===== src/rtl/sfu_pkg.sv =====
package sfu_pkg;
  typedef enum logic [3:0] {
    OP_NOP  = 4'd0,
    OP_ADD  = 4'd1,
    OP_ADDC = 4'd2,
    OP_SUB  = 4'd3,
    OP_SUBB = 4'd4,
    OP_CMP  = 4'd5,
    OP_MUL  = 4'd6,
    OP_DIV  = 4'd7,
    OP_WR   = 4'd8
  } sfu_op_e;

  localparam int ST_W    = 8;
  localparam int CY_B    = 7;
  localparam int AC_B    = 6;
  localparam int U1_B    = 5;
  localparam int BS_HI_B = 4;
  localparam int BS_LO_B = 3;
  localparam int OV_B    = 2;
  localparam int U0_B    = 1;
  localparam int P_B     = 0;
endpackage


===== src/rtl/sfu_addsub.sv =====
module sfu_addsub #(
  parameter int DATA_W = 8
) (
  input  logic [DATA_W-1:0] a,
  input  logic [DATA_W-1:0] b,
  input  logic              cin,
  input  logic              sub,
  output logic [DATA_W-1:0] sum,
  output logic              cy,
  output logic              ac,
  output logic              ov
);
  localparam int NIB = DATA_W / 2;
  localparam int MSB = DATA_W - 1;

  logic [DATA_W-1:0] b_x;
  logic              c_x;
  logic [DATA_W:0]   full;
  logic [NIB:0]      low;

  always_comb begin
    // subtraction is done as a + ~b + ~borrow
    b_x  = sub ? ~b : b;
    c_x  = sub ? ~cin : cin;
    full = {1'b0, a} + {1'b0, b_x} + {{DATA_W{1'b0}}, c_x};
    low  = {1'b0, a[NIB-1:0]} + {1'b0, b_x[NIB-1:0]} + {{NIB{1'b0}}, c_x};
    sum  = full[DATA_W-1:0];
    cy   = full[DATA_W] ^ sub;
    ac   = low[NIB] ^ sub;
    ov   = (a[MSB] == b_x[MSB]) && (full[MSB] != a[MSB]);
  end
endmodule


===== src/rtl/sfu_muldiv.sv =====
module sfu_muldiv #(
  parameter int DATA_W = 8
) (
  input  logic [DATA_W-1:0] a,
  input  logic [DATA_W-1:0] b,
  output logic [DATA_W-1:0] mul_lo,
  output logic [DATA_W-1:0] mul_hi,
  output logic              mul_ovf,
  output logic [DATA_W-1:0] quot,
  output logic [DATA_W-1:0] rem,
  output logic              div_zero
);
  localparam int PROD_W = 2 * DATA_W;

  logic [PROD_W-1:0] prod;

  always_comb begin
    prod    = {{DATA_W{1'b0}}, a} * {{DATA_W{1'b0}}, b};
    mul_lo  = prod[DATA_W-1:0];
    mul_hi  = prod[PROD_W-1:DATA_W];
    mul_ovf = |mul_hi;
    div_zero = (b == '0);
    if (div_zero) begin
      quot = '1;
      rem  = '1;
    end else begin
      quot = a / b;
      rem  = a % b;
    end
  end
endmodule


===== src/rtl/sfu_bank.sv =====
module sfu_bank #(
  parameter int ADDR_W    = 8,
  parameter int BANK_SPAN = 8
) (
  input  logic [1:0]        bank_sel,
  output logic [ADDR_W-1:0] base
);
  localparam int SHIFT = $clog2(BANK_SPAN);

  assign base = ADDR_W'(bank_sel) << SHIFT;
endmodule


===== src/rtl/status_flag_unit.sv =====
module status_flag_unit
  import sfu_pkg::*;
#(
  parameter int DATA_W    = 8,
  parameter int ADDR_W    = 8,
  parameter int BANK_SPAN = 8
) (
  input  logic              clk,
  input  logic              rst,
  input  logic [3:0]        op,
  input  logic [DATA_W-1:0] opnd_a,
  input  logic [DATA_W-1:0] opnd_b,
  input  logic              par_en,
  output logic [ST_W-1:0]   status,
  output logic [DATA_W-1:0] result,
  output logic              res_valid,
  output logic [DATA_W-1:0] result_hi,
  output logic [ADDR_W-1:0] bank_base
);
  logic [ST_W-1:0]   st_q, st_d;
  logic [DATA_W-1:0] res_q, res_d, hi_q, hi_d;
  logic              vld_q, vld_d;
  logic              par_upd;

  logic              as_cin, as_sub;
  logic [DATA_W-1:0] as_sum;
  logic              as_cy, as_ac, as_ov;

  logic [DATA_W-1:0] md_lo, md_hi, md_q, md_r;
  logic              md_movf, md_dz;

  assign as_cin = ((op == OP_ADDC) || (op == OP_SUBB)) ? st_q[CY_B] : 1'b0;
  assign as_sub = (op == OP_SUB) || (op == OP_SUBB) || (op == OP_CMP);

  sfu_addsub #(.DATA_W(DATA_W)) u_addsub (
    .a   (opnd_a),
    .b   (opnd_b),
    .cin (as_cin),
    .sub (as_sub),
    .sum (as_sum),
    .cy  (as_cy),
    .ac  (as_ac),
    .ov  (as_ov)
  );

  sfu_muldiv #(.DATA_W(DATA_W)) u_muldiv (
    .a        (opnd_a),
    .b        (opnd_b),
    .mul_lo   (md_lo),
    .mul_hi   (md_hi),
    .mul_ovf  (md_movf),
    .quot     (md_q),
    .rem      (md_r),
    .div_zero (md_dz)
  );

  sfu_bank #(.ADDR_W(ADDR_W), .BANK_SPAN(BANK_SPAN)) u_bank (
    .bank_sel (st_q[BS_HI_B:BS_LO_B]),
    .base     (bank_base)
  );

  always_comb begin
    st_d    = st_q;
    res_d   = res_q;
    hi_d    = hi_q;
    vld_d   = 1'b0;
    par_upd = 1'b0;
    case (op)
      OP_ADD, OP_ADDC, OP_SUB, OP_SUBB: begin
        st_d[CY_B] = as_cy;
        st_d[AC_B] = as_ac;
        st_d[OV_B] = as_ov;
        res_d      = as_sum;
        vld_d      = 1'b1;
        par_upd    = 1'b1;
      end
      OP_CMP: begin
        st_d[CY_B] = as_cy;
        st_d[AC_B] = as_ac;
        st_d[OV_B] = as_ov;
      end
      OP_MUL: begin
        st_d[CY_B] = 1'b0;
        st_d[OV_B] = md_movf;
        res_d      = md_lo;
        hi_d       = md_hi;
        vld_d      = 1'b1;
        par_upd    = 1'b1;
      end
      OP_DIV: begin
        st_d[CY_B] = 1'b0;
        st_d[OV_B] = md_dz;
        res_d      = md_q;
        hi_d       = md_r;
        vld_d      = 1'b1;
        par_upd    = 1'b1;
      end
      OP_WR: begin
        st_d = opnd_a[ST_W-1:0];
      end
      default: begin
      end
    endcase
    if (par_upd && par_en) begin
      st_d[P_B] = ^res_d;
    end
  end

  always_ff @(posedge clk) begin
    if (rst) begin
      st_q  <= '0;
      res_q <= '0;
      hi_q  <= '0;
      vld_q <= 1'b0;
    end else begin
      st_q  <= st_d;
      res_q <= res_d;
      hi_q  <= hi_d;
      vld_q <= vld_d;
    end
  end

  assign status    = st_q;
  assign result    = res_q;
  assign result_hi = hi_q;
  assign res_valid = vld_q;
endmodule


===== config.mk =====
export PLATFORM = sky130hd
export DESIGN_NAME = status_flag_unit
export DESIGN_NICKNAME = d
export VERILOG_FILES = /design/src/rtl/sfu_pkg.sv /design/src/rtl/sfu_addsub.sv /design/src/rtl/sfu_muldiv.sv /design/src/rtl/sfu_bank.sv /design/src/rtl/status_flag_unit.sv
export SDC_FILE = /design/constraint.sdc
export NUM_CORES = 1
export LEC_CHECK = 0
export ABC_AREA = 1
export CORE_MARGIN = 2
export CORE_UTILIZATION = 50
export DETAILED_ROUTE_END_ITERATION = 8
export PLACE_DENSITY = 0.77
export SYNTH_ARGS = -nofsm -noshare
export SYNTH_HDL_FRONTEND = slang
export SYNTH_SLANG_ARGS = --single-unit

===== constraint.sdc =====
create_clock -name clk -period 13.7 [get_ports clk]
set_input_delay 1.37 -clock clk [delete_from_list [all_inputs] [get_ports clk]]
set_output_delay 1.37 -clock clk [all_outputs]
set_load 0.02 [all_outputs]

== Word level (Yosys, flattened, before mapping) ==
Index checks and enable logic that the tools add are counted.
W data, S select, Z words.
Word-level totals
  input port bits: 23
  register bits: 25
Cells by class
  $mul: 1
  mux-type cells: 13
  add/sub/neg operators: 4
  bitwise logic cells: 4
  equal/unequal tests: 10
  reduce and logical (&&, ||, !) cells: 17
  divide/modulo/power cells: 2
Operators by type and width (count)
  $mux W8: 3
  $pmux W8 S3: 1
  $eq A4 B3 Y1 const B: 4
  $mul A8 B8 Y16: 1
  $pmux W8 S2: 1
  $add A8 B8 Y9: 1
  $add A9 B1 Y9: 1
  $div A8 B8 Y8: 1
  $eq A4 B2 Y1 const B: 2
  $logic_not A8 Y1: 1
  $mod A8 B8 Y8: 1
  $not A8 Y8: 1
  $reduce_or A8 Y1: 1
  $reduce_xor A8 Y1: 1
  $reduce_bool A2 Y1: 3
  $reduce_or A6 Y1: 1
  $add A4 B4 Y5: 1
  $add A5 B1 Y5: 1
  $mux W1: 5
  $reduce_or A5 Y1: 1
  $eq A4 B1 Y1 const B: 1
  $eq A4 B4 Y1 const B: 1
  $pmux W1 S4: 1
  $reduce_bool A4 Y1: 1
  11 further kinds: 15

== Logic depth before layout (Yosys ltp) ==
Gate-level depths: netlist of run 1.
  depth after elaboration: 9
  mapped depth: 82

== Cells and area by module ==
From an unflattened synthesis of run 1, not the netlist that was laid out.
Unflattened totals
  cells, all modules: 993
  area total of the unflattened synthesis: 6566.3 µm²
By module, submodules not included
  sfu_muldiv: seq. area each 0.0 µm², instances 1, cells an instance 665, area an instance 4416.7 µm²
  status_flag_unit: seq. area each 500.5 µm², instances 1, cells an instance 246, area an instance 1584.0 µm²
  sfu_addsub: seq. area each 0.0 µm², instances 1, cells an instance 73, area an instance 501.7 µm²
  sfu_bank: seq. area each 0.0 µm², instances 1, cells an instance 9, area an instance 63.8 µm²

== Least setup slack after synthesis of run 1 ==
OpenSTA, ideal clock, no wires.
  path type: input-to-reg
  from: input opnd_b[0]
  to: register st_q[0], in the netlist status[0]
  arrival: 10002 ps
  path buffers: 1
  slack: 3589 ps
  library setup time: 109 ps
  stages: 70
  required time: 13591 ps
  cells stage by stage: clkbuf_1 > inv_1 > ha_1 > o21ai_0 > inv_1 > nand3_1 > nand2_1 > inv_1 > ha_1 > o21ai_0 > nand2_1 > nand2_1 > clkinv_1 > nand2_1 > nand2_1 > inv_1 > ha_1 > a21oi_1 > (+34 left out) > ha_1 > inv_1 > nor3_1 > nand4_1 > nand3_1 > nand2_1 > nand2_1 > nand2_1 > nand3_1 > nand2_1 > inv_1 > nand2_1 > nand2_1 > inv_1 > nand2_1 > nand3_1 > nand2_1 > inv_1
On the way
  word-level cells in the longest chain between the ends: 7
  elaborated cells on any way between the ends: 11
  classes of those cells: add/sub: 2; mul: 1; div: 1; mux: 4; bitwise: 1; reduce/logical: 2
Ends and longest elaborated chain
  start: declaration: line status_flag_unit.sv:12  | input logic [DATA_W-1:0] opnd_b,
  branches (longest 4 deep; another with $div A8 B8 Y8)
  $pmux W8 S3 (*): line status_flag_unit.sv:68  | case (op)
  $reduce_xor A8 Y1 (*): line status_flag_unit.sv:105  | st_d[P_B] = ^res_d;
  $mux W1 (*): line status_flag_unit.sv:104  | if (par_upd && par_en) begin
  end signal: assignment: line status_flag_unit.sv:116  | st_q <= st_d;
  end: declaration: line status_flag_unit.sv:20  | logic [ST_W-1:0] st_q, st_d;
Every way passes the cells marked *.
A chain may end at the register's enable or synchronous reset.

== Worst setup path after layout of run 1 ==
Same ends and word-level chain as after synthesis.

==> results of run 1 <==
cell type report:
type                       count  area, sq um  share of cell area, %
multi-input combinational    730         4770                   70.9
inverter                     180          681                   10.1
timing repair buffer          51          505                   7.52
sequential                    25          500                   7.44
tap                          147          184                   2.74
clock buffer                   3         75.1                   1.12
clock inverter                 1         8.76                  0.130
layer usage:
layer  up-vias  global-route usage [%]  wire (microns)
met1      2777                    34.3            6960
met4         0                    7.97             500
met5         -                       0               0
met2       224                    43.4            7550
li1       3066                       -               -
met3        37                    1.96            1180
registers in the layout (all words and copies together) (netlist names):
| name | count |
|---|---|
| result | 8 |
| result_hi | 8 |
| res_valid | 1 |
| status | 8 |
stage by stage:
step                      utilization [%]  instances  area, sq um
after detailed placement             55.5       1133         6640
final                                56.2       1137         6720
after CTS                            56.2       1137         6720
after floorplan                         -        970         6130
after global placement               55.5       1133         6640
after global routing                 56.2       1137         6720
worst max path at each step:
stage	end	slack, ns	depth (start not counted)
floorplan	status[0]	3.59	70
global placement	status[0]	1.92	70
detailed placement	status[0]	1.58	70
CTS	status[0]	1.83	70
global route	status[0]	0.45	76
finish	status[0]	1.68	71
cell usage after synthesis (all sizes together) (15+ instances only):
cell type | count | share of area (%)
xor2 | 28 | 4.0
nand3 | 64 | 5.5
buf | 15 | 1.7
o21ai | 45 | 4.0
inv | 179 | 11
ha | 84 | 17
a21oi | 54 | 4.4
clkbuf | 20 | 1.2
nand2 | 275 | 17
nor2 | 66 | 4.6
dfxtp | 25 | 8.2
fa | 39 | 13
worst max-delay path, delay by kind of cell:
kind                     cells  cell delay (ns)
AO/OA/AOI/OAI               10             1.78
adder cells (fa/ha/maj)      8             2.47
buffers and inverters       14             2.37
AND/OR/NAND/NOR             39             4.19
cells by family (layout without fill, tap and decap cells):
kind of cell    count (synthesis)  in the layout  share of synthesized area [%]
buf+inv                       215            235                           14.1
simple gates                  447            447                           31.7
xor+xnor                       35             35                           5.02
other cells                     1              6                         0.0614
flops                          25             25                           8.19
fa+ha+maj                     123            123                           30.0
compound gates                119            119                           11.0
power by group through the flow:
stage	logic (mW)	clock network [mW]	registers, mW
final	0.505	0.0702	0.0853
after global routing	0.576	0.0741	0.0862
after CTS	0.500	0.0703	0.0853
after detailed placement	0.496	0	0.0868
after global placement	0.492	0	0.0870
after floorplan	0.368	0	0.0958
==> summary.md, run 1 <==
| Metric | Value |
|---|---|
| Hold Path End | result_hi[5] |
| Worst Tran Pin Value | roughly 0.73 ns |
| Vias in the first global route | 5849 |
| Post-synth EDFFs | 0 |
| Pwr dens | 98.3 nW/um^2 |
| Hold path startpoint | result_hi[5] |
| Worst rel slew slack | roughly half |
| GPL Wtd Cong | around 0.96 |
| Max Slew Vio Count | 0 |
| Post-Syn Instances | a little under 1000 |
| NumNets Final | between 1000 and 1500 |
| Status | completed |
| Slowest stage delay, CP | about 0.9 ns |
| Setup Skew | roughly 0.0066 ns |
| Diodes inserted | 0 |
| Largest net degree at the start of global routing | 18 |
| Die W | approximately 110 microns |
| Clk root buf | clkbuf_16 |
| Die Area | roughly 13000 sq um |
| Initial antenna violation count | 0 |
| Setup WS post-layout | 1.68 ns |
| Synth warn | 0 |
| Pwr Total | between 0.6 and 0.7 mW |
| Synth unique cells | between 50 and 60 |
| Post-route ant nets | 0 |
| Switching share of power | between 50% and 60% |
| Hold WC Path Type | reg -> reg |
| P_sw | between 0.3 and 0.4 mW |
| RSZ-0062 raised after global routing | false |
| Setup Slack @ Placement | about 1.6 ns |
| CP Launch Type | input port |
| Fin crit period | 12.02 ns |
| Critical Path RT | around 14 ns |
| Post-CTS Hold Fix Bufs | 0 |
| Dpl hpwl | ~13000 microns |
| Sequential share of power | between 10% and 20% |
| Port Buf Inserts | between 40 and 50 |
| Peak VDD IR | 0.0610 mV |
| Tot GR Track Use | 25.5% |
| Clock power frac | 10.6% |
| CTS buffer count | 3 |
| Commonest cells after routing, fill and taps aside | 271 x nand2_1, 168 x inv_1, 84 x ha_1, 61 x nand3_1, 59 x nor2_1 |
| Arrival time worst endpoint | 12.20 ns |
| # clock sinks | 25 |
| CP Max Fanout | 13 |
| Critical R2R Launch | status[7] |
| Comb pwr share | about three quarters |
| Clock Latency Late Sink | between 0.2 and 0.3 ns |
| CTS tree | built |
| Most used DFF post-synth | dfxtp_1 |
| Most common cell after layout, fill and taps aside | nand2_1 |
| Via/cell ratio | approximately 5.4 |
| Core region area | 12000 sq um |
| Ys async rst share | 0% |
| Crit share post-route | about 90% |
| WHS | around 0.47 ns |
| Pint | 0.311 mW |
| Worst Hold Path Cells | 2 |
| DRT Pass-1 Iters | 5 |
| First-pass GRT wire length | about 27000 microns |
| Area of the mapped netlist | between 6000 and 7000 sq um |
| Initial DRC count | around 450 |
| Routed via count | just over 6000 |
| Routed WL | between 15000 and 20000 microns |
| Max capacitance violation total | 0 |
| H-tree lvl count | 1 |
| Rows | 40 |
| IO Count | 56 |
| Die H | 115 microns |
| CTS max path bufs | 2 |
| #FFs+latches synth | 25 |
| Fill cell count | approximately 1200 |
| Initial core utilization | between 50% and 60% |
| CP startpoint | opnd_b[0] |
| Worst setup path class | in -> reg |
| Setup Fix Bufs, Post-CTS | 0 |
| Reg-to-reg critical path endpoint | status[0] |
| Total grt overflow | 0 |
| Drt drc | 0 |
| Clk pin slew, worst setup/hold paths | about 0.070 ns |
| Wire per inst | between 10 and 15 microns |
| Post-synthesis sequential area ratio | between 8 and 9% |
| Fmax | just over 80 MHz |
| Leak pwr | a little under 4 nW |
| Reg2reg setup slack | 10.79 ns |
| Worst Reg2Reg Path Length in Cells | 20 |
| Layout area overhead | 10.0% |
| Final Hold Viols | 0 |
| Layout cells sized above 1 | under 10% |
| Slowest CP cell | clkdlybuf4s50_1 |
| Setup tns final | 0 ns |
| Worst setup EP type | flop |
| Syn Area/Cell | between 6 and 7 sq um |
| Post-cts resize count | 0 |
| Critical Path Most Common Cell | nand2_1 |
| Final setup vio count | 0 |
(Power assumes the default switching activity.)
==> run 2, diff against run 1 <==
--- a/config.mk
+++ b/config.mk
@@ -8,6 +8,7 @@
 export ABC_AREA = 1
 export CORE_MARGIN = 2
 export CORE_UTILIZATION = 50
+export CTS_BUF_LIST = sky130_fd_sc_hd__clkbuf_16
 export DETAILED_ROUTE_END_ITERATION = 8
 export PLACE_DENSITY = 0.77
 export SYNTH_ARGS = -nofsm -noshare
==> results of run 2 <==
No change in the layout: final DEF, timing and power equal those of run 1.
==> run 3, diff against run 2 <==
--- a/config.mk
+++ b/config.mk
@@ -6,7 +6,6 @@
 export NUM_CORES = 1
 export LEC_CHECK = 0
 export ABC_AREA = 1
-export CORE_MARGIN = 2
 export CORE_UTILIZATION = 50
 export CTS_BUF_LIST = sky130_fd_sc_hd__clkbuf_16
 export DETAILED_ROUTE_END_ITERATION = 8
==> run 3 against run 2 <==
Effect of this change: global-route usage increased by 1.0 points; largest power group unchanged; clock skew about the same; maximum frequency decreased by 0.44%; core utilization unchanged; highest routed layer unchanged; sequential power about the same; sequential share of layout area unchanged; via count increased by 0.29%.
==> summary.md, run 3 (synthesis results as in run 1) <==
| Metric | Value |
|---|---|
| Status | completed |
| Fin crit period | 12.07 ns (+0.0527 ns) |
| NumNets Final | 1137 (unchanged) |
| Routed via count | 6122 (+0.29%) |
| Post-cts resize count | 0 (unchanged) |
| # clock sinks | 25 (unchanged) |
| Wire per inst | 14.3 microns (+0.77%) |
| Rows | 40 (unchanged) |
| Clk root buf | clkbuf_16 |
| Post-CTS Hold Fix Bufs | 0 (unchanged) |
| Setup Fix Bufs, Post-CTS | 0 (unchanged) |
| Vias in the first global route | 5762 (-1.5%) |
| CP Max Fanout | 13 (unchanged) |
| Max capacitance violation total | 0 (unchanged) |
| Largest net degree at the start of global routing | 18 (unchanged) |
| Setup tns final | 0 ns (unchanged) |
| Die Area | 12700 sq um (-3.5%) |
| Worst setup EP type | flop |
| Clk pin slew, worst setup/hold paths | 0.07 ns (about the same) |
| Diodes inserted | 0 (unchanged) |
| Core region area | 12000 sq um (unchanged) |
| GPL Wtd Cong | 0.963 (+0.34%) |
| Switching share of power | 52.5% (-0.37 points) |
| Setup Skew | 0.00631 ns (-0.000290 ns) |
| Tot GR Track Use | 26.5% (+1.0 points) |
| CP Launch Type | input port |
| Pint | 0.312 mW (+0.32%) |
| DRT Pass-1 Iters | 7 (+2) |
| CTS tree | built |
| Clock Latency Late Sink | 0.26 ns (about the same) |
| Arrival time worst endpoint | 12.24 ns (+0.04 ns) |
| Clock power frac | 10.3% (-0.3 points) |
| First-pass GRT wire length | 27100 microns (-0.23%) |
| Slowest CP cell | clkdlybuf4s50_1 |
| P_sw | 0.345 mW (-1.1%) |
| Initial DRC count | 511 (+13%) |
| Worst setup path class | in -> reg |
| Comb pwr share | 76.7% (+0.2 points) |
| Port Buf Inserts | 49 (unchanged) |
| Layout cells sized above 1 | 4.44% (unchanged) |
| Fmax | 82.8 MHz (-0.44%) |
| RSZ-0062 raised after global routing | false |
| H-tree lvl count | 1 (unchanged) |
| Pwr dens | 97.8 nW/um^2 (-0.45%) |
| Routed WL | 16300 microns (+0.77%) |
| Layout area overhead | 10.0% (unchanged) |
| Most common cell after layout, fill and taps aside | nand2_1 |
| Leak pwr | 3.86 nW (unchanged) |
| Critical Path RT | 13.87 ns (about the same) |
| Commonest cells after routing, fill and taps aside | 271 x nand2_1, 168 x inv_1, 84 x ha_1, 61 x nand3_1, 59 x nor2_1 |
| Drt drc | 0 (unchanged) |
| Pwr Total | 0.658 mW (-0.45%) |
| Hold WC Path Type | reg -> reg |
| Initial core utilization | 51.1% (unchanged) |
| Crit share post-route | 88.1% (+0.38 points) |
| Slowest stage delay, CP | 0.91 ns (about the same) |
| Die W | 113 microns (-1.7%) |
| Via/cell ratio | 5.38 (+0.29%) |
| Total grt overflow | 0 (unchanged) |
| Post-route ant nets | 0 (unchanged) |
| WHS | 0.473 ns (+0.000710 ns) |
| Final setup vio count | 0 (unchanged) |
| Sequential share of power | 13.0% (about the same) |
| CTS buffer count | 3 (unchanged) |
| Initial antenna violation count | 0 (unchanged) |
| Worst Tran Pin Value | 0.707 ns (-0.0205 ns) |
| Final Hold Viols | 0 (unchanged) |
| Peak VDD IR | 0.0583 mV (-4.4%) |
| Max Slew Vio Count | 0 (unchanged) |
| Critical Path Most Common Cell | nand2_1 |
| IO Count | 56 (unchanged) |
| Worst rel slew slack | 52.7% (+1.4 points) |
| Die H | 113 microns (-1.7%) |
| Dpl hpwl | 13100 microns (about the same) |
| CTS max path bufs | 2 (unchanged) |
## run 3: cell type report
type	count	area [sq um]
clock inverters	1	8.76
flip-flops and latches	25	500
multi-input cells	730	4770
repair buffers	51	505
fillers	1177	5240
clock buffers	3	75.1
well taps	147	184
inverters	180	681
## run 3: path summary, 6_finish.rpt
kind / start / endpoint / slack [ns] / cells past startpoint
setup / recovery: opnd_b[0] / status[0] / 1.63 / 72
hold reg to reg: result_hi[6] / result_hi[6] / 0.47 / 2
setup reg to reg: status[7] / status[0] / 10.74 / 20
hold / removal: result_hi[6] / result_hi[6] / 0.47 / 2
## run 3: power groups by stage
stage          combinational [mW]  clock (mW)  sequential (mW)
5_1_grt                     0.575      0.0726           0.0862
4_1_cts                     0.499      0.0694           0.0853
2_1_floorplan               0.368           0           0.0958
6_report                    0.504      0.0680           0.0854
3_5_place_dp                0.495           0           0.0867
3_3_place_gp                0.490           0           0.0869
## run 3: per-stage QoR
step | setup WS (ns) | std cells | utilization, % | cell area, sq um
finish | 1.63 | 1137 | 56.2 | 6720
global route | 0.506 | 1137 | 56.2 | 6720
floorplan | 3.59 | 970 | - | 6130
CTS | 1.76 | 1137 | 56.2 | 6720
global placement | 1.92 | 1133 | 55.5 | 6640
detailed placement | 1.52 | 1133 | 55.5 | 6640
## run 3: critical path: cells and delay by family
family	cells	cell delay (ns)
AO/OA/AOI/OAI	10	1.78
adder cells (fa/ha/maj)	8	2.51
buffers and inverters	15	2.38
AND/OR/NAND/NOR	39	4.16
## run 3: per-layer routing
layer,GRT usage (%),wire (microns),vias to the layer above
met1,34.7,7170,2780
met3,1.94,966,44
li1,-,-,3068
met2,45.6,7580,230
met5,0,0,-
met4,9.87,593,0
